<file path="config.mk">
export PLATFORM = sky130hd
export DESIGN_NAME = shiftmul_top
export DESIGN_NICKNAME = d
export VERILOG_FILES = /design/src/rtl/shiftmul_pkg.sv /design/src/rtl/shiftmul_ctrl.sv /design/src/rtl/shiftmul_dpath.sv /design/src/rtl/shiftmul_top.sv
export SDC_FILE = /design/constraint.sdc
export NUM_CORES = 1
export LEC_CHECK = 0
export ABC_AREA = 1
export ABC_CLOCK_PERIOD_IN_PS = 3600
export BUFFER_PORTS_ARGS = -buffer_cell sky130_fd_sc_hd__buf_2
export CORE_ASPECT_RATIO = 1.1
export CORE_UTILIZATION = 55
export CTS_CLUSTER_SIZE = 40
export DETAILED_ROUTE_END_ITERATION = 16
export PLACE_DENSITY_LB_ADDON = 0.1
export SKIP_CTS_REPAIR_TIMING = 1
export SLEW_MARGIN = 20
export SYNTH_ARGS = -nofsm -noshare
export SYNTH_HDL_FRONTEND = slang
export SYNTH_SLANG_ARGS = --single-unit
</file>
<file path="constraint.sdc">
create_clock -name clk -period 3.6 [get_ports clk]
set_input_delay 0.36 -clock clk [delete_from_list [all_inputs] [get_ports clk]]
set_output_delay 0.36 -clock clk [all_outputs]
set_load 0.005 [all_outputs]
</file>
<file path="src/rtl/shiftmul_pkg.sv">
package shiftmul_pkg;
   typedef enum logic [0:0] {
      ST_IDLE = 1'b0,
      ST_RUN  = 1'b1
   } run_state_e;
endpackage

</file>
<file path="src/rtl/shiftmul_ctrl.sv">
module shiftmul_ctrl #(
   parameter int WIDTH = 8
) (
   input  logic clk,
   input  logic rst_n,
   input  logic start,
   output logic load,
   output logic step,
   output logic busy,
   output logic done
);
   import shiftmul_pkg::*;

   localparam int CW = (WIDTH > 2) ? $clog2(WIDTH) : 1;
   localparam logic [CW-1:0] LAST = CW'(WIDTH - 1);

   run_state_e    state_q;
   logic [CW-1:0] cnt_q;
   logic          done_q;

   assign busy = (state_q == ST_RUN);
   assign step = busy;
   assign load = start && !busy;
   assign done = done_q;

   always_ff @(posedge clk or negedge rst_n) begin
      if (!rst_n) begin
         state_q <= ST_IDLE;
         cnt_q   <= '0;
         done_q  <= 1'b0;
      end else begin
         done_q <= 1'b0;
         case (state_q)
            ST_IDLE: begin
               if (start) begin
                  state_q <= ST_RUN;
                  cnt_q   <= '0;
               end
            end
            ST_RUN: begin
               if (cnt_q == LAST) begin
                  state_q <= ST_IDLE;
                  done_q  <= 1'b1;
               end else begin
                  cnt_q <= cnt_q + CW'(1);
               end
            end
            default: state_q <= ST_IDLE;
         endcase
      end
   end

   // requests during a run do not restart the step counter
   a_r5_count_advances: assert property (@(posedge clk) disable iff (!rst_n)
      (busy && cnt_q != LAST) |=> (busy && cnt_q == $past(cnt_q) + CW'(1)));

   // done never lasts two cycles
   a_r4_done_single: assert property (@(posedge clk) disable iff (!rst_n)
      done |=> !done);

   // the final step ends the run and raises done
   a_r3_last_step_done: assert property (@(posedge clk) disable iff (!rst_n)
      (busy && cnt_q == LAST) |=> (done && !busy));
endmodule

</file>
<file path="src/rtl/shiftmul_dpath.sv">
module shiftmul_dpath #(
   parameter int WIDTH = 8
) (
   input  logic               clk,
   input  logic               rst_n,
   input  logic               load,
   input  logic               step,
   input  logic [WIDTH-1:0]   op_a,
   input  logic [WIDTH-1:0]   op_b,
   output logic [2*WIDTH-1:0] acc
);
   localparam int PW = 2 * WIDTH;

   logic [PW-1:0]    mcand_q;
   logic [WIDTH-1:0] mplier_q;
   logic [PW-1:0]    acc_q;

   assign acc = acc_q;

   always_ff @(posedge clk or negedge rst_n) begin
      if (!rst_n) begin
         mcand_q  <= '0;
         mplier_q <= '0;
         acc_q    <= '0;
      end else if (load) begin
         mcand_q  <= {{WIDTH{1'b0}}, op_a};
         mplier_q <= op_b;
         acc_q    <= '0;
      end else if (step) begin
         if (mplier_q[0]) begin
            acc_q <= acc_q + mcand_q;
         end
         mcand_q  <= mcand_q << 1;
         mplier_q <= mplier_q >> 1;
      end
   end

   // the running sum never decreases during a run
   a_r6_sum_monotonic: assert property (@(posedge clk) disable iff (!rst_n)
      (step && !load) |=> (acc_q >= $past(acc_q)));

   // a clear multiplier bit adds nothing
   a_r6_zero_bit_holds: assert property (@(posedge clk) disable iff (!rst_n)
      (step && !load && !mplier_q[0]) |=> $stable(acc_q));
endmodule

</file>
<file path="src/rtl/shiftmul_top.sv">
module shiftmul_top #(
   parameter int WIDTH = 8
) (
   input  logic             clk,
   input  logic             rst_n,
   input  logic             start,
   input  logic [WIDTH-1:0] op_a,
   input  logic [WIDTH-1:0] op_b,
   output logic             busy,
   output logic             done,
   output logic [WIDTH-1:0] prod_hi,
   output logic [WIDTH-1:0] prod_lo
);
   localparam int PW = 2 * WIDTH;

   if (WIDTH < 2) begin : g_width_check
      $error("shiftmul_top: WIDTH must be at least 2");
   end

   logic          load;
   logic          step;
   logic [PW-1:0] acc;

   shiftmul_ctrl #(.WIDTH(WIDTH)) u_ctrl (
      .clk   (clk),
      .rst_n (rst_n),
      .start (start),
      .load  (load),
      .step  (step),
      .busy  (busy),
      .done  (done)
   );

   shiftmul_dpath #(.WIDTH(WIDTH)) u_dpath (
      .clk   (clk),
      .rst_n (rst_n),
      .load  (load),
      .step  (step),
      .op_a  (op_a),
      .op_b  (op_b),
      .acc   (acc)
   );

   assign prod_hi = acc[PW-1:WIDTH];
   assign prod_lo = acc[WIDTH-1:0];

   // an accepted request clears the product and starts the run
   a_r2_start_clears: assert property (@(posedge clk) disable iff (!rst_n)
      (start && !busy) |=> (busy && prod_hi == '0 && prod_lo == '0));

   // busy falls only together with done
   a_r3_fall_with_done: assert property (@(posedge clk) disable iff (!rst_n)
      $fell(busy) |-> done);

   // idle without a request keeps the product
   a_r7_hold_idle: assert property (@(posedge clk) disable iff (!rst_n)
      (!busy && !start) |=> ($stable(prod_hi) && $stable(prod_lo)));
endmodule

</file>
# After elaboration in Yosys (flattened, before gate mapping)
# Cells that the tools add are included.
# totals
reg_bits,45
input_bits,19
elab_cells,33
out_inout_bits,18
# classes
reduce_logical,6
bitwise,1
n_eq_ne,3
muxes,15
addsub,2
# op_table
op,n
two-way mux 16 bit,5
adder 16 bit,1
two-way mux 8 bit,2
two-way mux 3 bit,2
case mux 3 bit (2 select lines),1
two-way mux 1 bit,4
"inequality test 2 bit, second input constant",2
AND reduction 2 bit,2
nonzero test 2 bit,2
"adder 3 x 1 -> 3 bit, second input constant",1
"equality test 3 bit, second input constant",1
case mux 1 bit (2 select lines),1
logical AND 1 bit,1
logical NOT 1 bit,1
NOT 1 bit,1

# Depth between registers and ports, before layout
# depth
ltp_word,4
mapped_depth,11
ltp_nobuf,11

# Cells and area by module
# A second synthesis with hierarchy kept.
# unflattened
hier_cells,372
hier_area_um2,2761.4
# by_module_without_submodules
mod,n_inst,cells_each,seq_area_each_um2,area_each_um2
shiftmul_dpath,1,345,1001.0,2523.7
shiftmul_ctrl,1,27,125.1,237.7

# Worst setup path before layout
# OpenSTA, ideal clock, no wires.
# synth_timing
path_kind,register to register
from,register u_dpath.acc_q[0] (netlist: u_dpath.acc[0])
to,register u_dpath.acc_q[12] (netlist: u_dpath.acc[12])
synth_period_minus_slack_ns,1.603
path_slack_ns,1.997
setup_time_ns,0.117
n_path_buf,0
t_required_ns,3.483
t_arrival_ns,1.485
stages_incl_launch_ff,12
path_cell_list,dfrtp_1 ha_1 inv_1 fa_1 inv_1 nand3_1 nand3_1 nand3_1 nand3_1 nand2_1 nand3_1 nand2_1
# synth_between
elab_chain_len,4
# synth_lines
element,line,rtl
start: declaration,shiftmul_dpath.sv:16,logic [PW-1:0] acc_q;
start signal: assignment,shiftmul_dpath.sv:31,acc_q <= acc_q + mcand_q;
adder 16 bit,shiftmul_dpath.sv:31,
two-way mux 16 bit,shiftmul_dpath.sv:30,if (mplier_q[0]) begin
two-way mux 16 bit,shiftmul_dpath.sv:29,end else if (step) begin
two-way mux 16 bit,shiftmul_dpath.sv:25,end else if (load) begin
# No other way between the ends. The select of a mux whose other input is x is not followed.
# A chain may end at the register's enable or synchronous reset.

# Worst setup path in the final report
# Ends and elaborated chain as after synthesis.

==> flow_summary.json <==
{
  "outcome": "finished clean",
  "path_class": "reg2reg",
  "start_kind": "flip-flop",
  "row_count": 26,
  "area_delta_synth_final_pct": 11.5,
  "grt_first_pass_wirelength_um": 9360,
  "numCtsBuffers": 5,
  "regArea_sq_um": 1130,
  "worst_pin_slew_ps": 558,
  "grt_setup_unrepaired": "false",
  "p_sw_w": 0.000998,
  "crit_top_cell": "nand3_1",
  "io_pins": 37,
  "start_util_pct": 57.5,
  "seq_power_share_pct": 37.1,
  "fill_cells": 435,
  "syn_area_per_cell_sq_um": 7.47,
  "drc": 0,
  "worstPathCellList": "ha_1 -> inv_1 -> fa_1 -> inv_1 -> nand3_1 -> nand3_1 -> nand3_1 -> nand3_1 -> nand2_1 -> nand3_1 -> nand2_1",
  "finalSetupViolations": 0,
  "ir_drop_mv": 0.430,
  "hold_class": "in2async",
  "fin_setup_tns_ps": 0,
  "fp.dieW_um": 68.5,
  "die-area_sq_um": 5140,
  "finalNetCount": 432,
  "grt.overflow.total": 0,
  "cts_sinks": 45,
  "via_per_inst": 5.08,
  "ant_nets": 0,
  "port_buffers": 36,
  "pwr-share-clk_pct": 14.2,
  "cts_tree": "built",
  "path_clk_slew_ps": 90,
  "grt_pass1_vias": 2155,
  "synth-seq-cells": 45,
  "place_area_sq_um": 2890,
  "cp_data_arrival_time_ps": 1940,
  "htreeDepth": 2,
  "cpPeakStageDelay_ps": 380,
  "fin_cells": 452,
  "cp_slowest_cell": "dfrtp_1",
  "cap_violations": 0,
  "crit_required_ps": 3800,
  "crit_fanout": 4,
  "clk_path_buf_depth": 2,
  "hold_viol_final": 0,
  "fmax_mhz": 574,
  "syn_area_sq_um": 2670,
  "p_leak_nw": 1.70,
  "grt_max_degree": 46,
  "final_cell_mix": "nand2_1 (131), inv_1 (57), dfrtp_1 (45)",
  "design_area_sq_um": 2980,
  "critPathBufInv": 2,
  "wirelength_um": 5520,
  "synthCells": 358,
  "antenna_found_initial": 0,
  "ys_types": 29,
  "yosysWarningCount": 0,
  "period_share_pct": 48.4,
  "timing.slew.headroom_pct": 62.8,
  "synth_nets": 395,
  "cts-root-buf": "clkbuf_8",
  "track_usage_pct": 24.5,
  "ys_seq_area_share_pct": 42.1,
  "place_congestion": 0.813,
  "powerDensity_nw_per_um2": 755,
  "wl_per_cell_um": 12.2,
  "placed_cells": 444,
  "comb_power_share_pct": 48.7,
  "final_common_cell": "nand2_1",
  "antenna_cells": 0,
  "crit_family": "simple AND/OR/NAND/NOR gates",
  "crit_path_end_kind": "flip-flop",
  "dr.pass1.iters": 4,
  "num_vias": 2295,
  "internal_power_w": 0.00125,
  "min_period_ps": 1740,
  "multi_input_area_sq_um": 1270,
  "die_h_um": 75.1,
  "slew_violations": 0,
  "fin_skew_ps": 9.86,
  "first_iter_violations": 100,
  "dp_hpwl_um": 4160,
  "core-area_sq_um": 4650,
  "swShare_pct": 44.3,
  "clk_latency_ps": 300,
  "final_layout_size_suffix_gt1_share_pct": 14.1
}
cell type report:
class                      instances  area share, %
tap                               56           2.35
inverter                          64           8.06
multi-input combinational        243           42.8
sequential                        45           37.8
clock buffer                       6           2.43
timing repair buffer              36           6.13
clock inverter                     2          0.504
power groups by stage:
| stage | Combinational (W) | Clock [W] | Sequential, W |
|---|---|---|---|
| after global routing | 0.00128 | 0.000342 | 0.000860 |
| after global placement | 0.00108 | 0 | 0.000839 |
| after CTS | 0.00111 | 0.000323 | 0.000835 |
| after detailed placement | 0.00110 | 0 | 0.000845 |
| after floorplan | 0.000841 | 0 | 0.000813 |
| final | 0.00110 | 0.000319 | 0.000837 |
path summary, 6_finish.rpt:
check / start / to / slack [ps] / depth (start not counted)
setup / recovery: u_dpath.acc[0] / u_dpath.acc[12] / 1860 / 11
hold / removal: rst_n / u_dpath.acc[7] / 40 / 1
setup reg to reg: u_dpath.acc[0] / u_dpath.acc[12] / 1860 / 11
hold reg to reg: u_ctrl.cnt_q[0] / u_ctrl.cnt_q[0] / 490 / 1
max in group asynchronous: rst_n / u_dpath.mcand_q[10] / 3170 / 1
min in group clk: op_b[5] / u_dpath.mplier_q[5] / 260 / 3
cell families after synthesis:
kind of cell / Yosys count / share of synthesized area (%)
compound gates: 46 / 11.4
xor+xnor: 1 / 0.328
fa+ha+maj: 18 / 8.70
buf+inv: 70 / 10.2
flops: 45 / 42.1
simple gates: 178 / 27.2
cell usage after synthesis (all sizes together):
library cell | n | area (sq um)
o21ai | 10 | 50.1
and2 | 1 | 6.26
a22oi | 1 | 7.51
nand4 | 1 | 6.26
nor3 | 3 | 15.0
o211ai | 5 | 47.5
a22o | 3 | 26.3
ha | 17 | 213
dfrtp | 45 | 1130
buf | 6 | 32.5
inv | 64 | 240
fa | 1 | 20.0
xor2 | 1 | 8.76
a21oi | 12 | 60.1
o22ai | 7 | 43.8
nor2 | 18 | 77.6
nand3b | 3 | 22.5
o221ai | 8 | 70.1
nand2 | 132 | 498
or2 | 2 | 12.5
nand3 | 18 | 90.1
state kept, by name, indices dropped and copies added, names as in the netlist:
register and flops:
u_dpath.mcand_q 16, u_ctrl.busy 1, u_dpath.acc 16, u_dpath.mplier_q 8, u_ctrl.cnt_q 3, u_ctrl.done 1
worst reg2reg max path, delay by kind of cell, from the launching register on:
kind,cells,cell delay (ps)
adder cells (fa/ha/maj),2,520
buffers and inverters,2,180
flip-flops,1,380
AND/OR/NAND/NOR,7,580
layer usage:
layer	global-route usage (%)	wire length [um]	up-vias	part of all wire (%)
li1	-	-	1216	-
met1	32.1	2660	1041	48
met2	42.2	2680	33	49
met3	4.55	127	5	2.3
met4	4.86	51	0	0.92
met5	0	0	-	0
per-stage QoR:
| stage | power, W | hold WS [ps] | util [%] | setup slack (ps) |
|---|---|---|---|---|
| floorplan | 0.00165 | 64.4 | - | 2000 |
| global placement | 0.00192 | 471 | 62.2 | 1940 |
| detailed placement | 0.00195 | 478 | 62.2 | 1880 |
| CTS | 0.00226 | 263 | 64.0 | 1870 |
| global route | 0.00249 | 99.7 | 64.1 | 1630 |
| finish | 0.00225 | 41.2 | 64.1 | 1860 |
No activity file was read; power rests on OpenSTA's default activity.
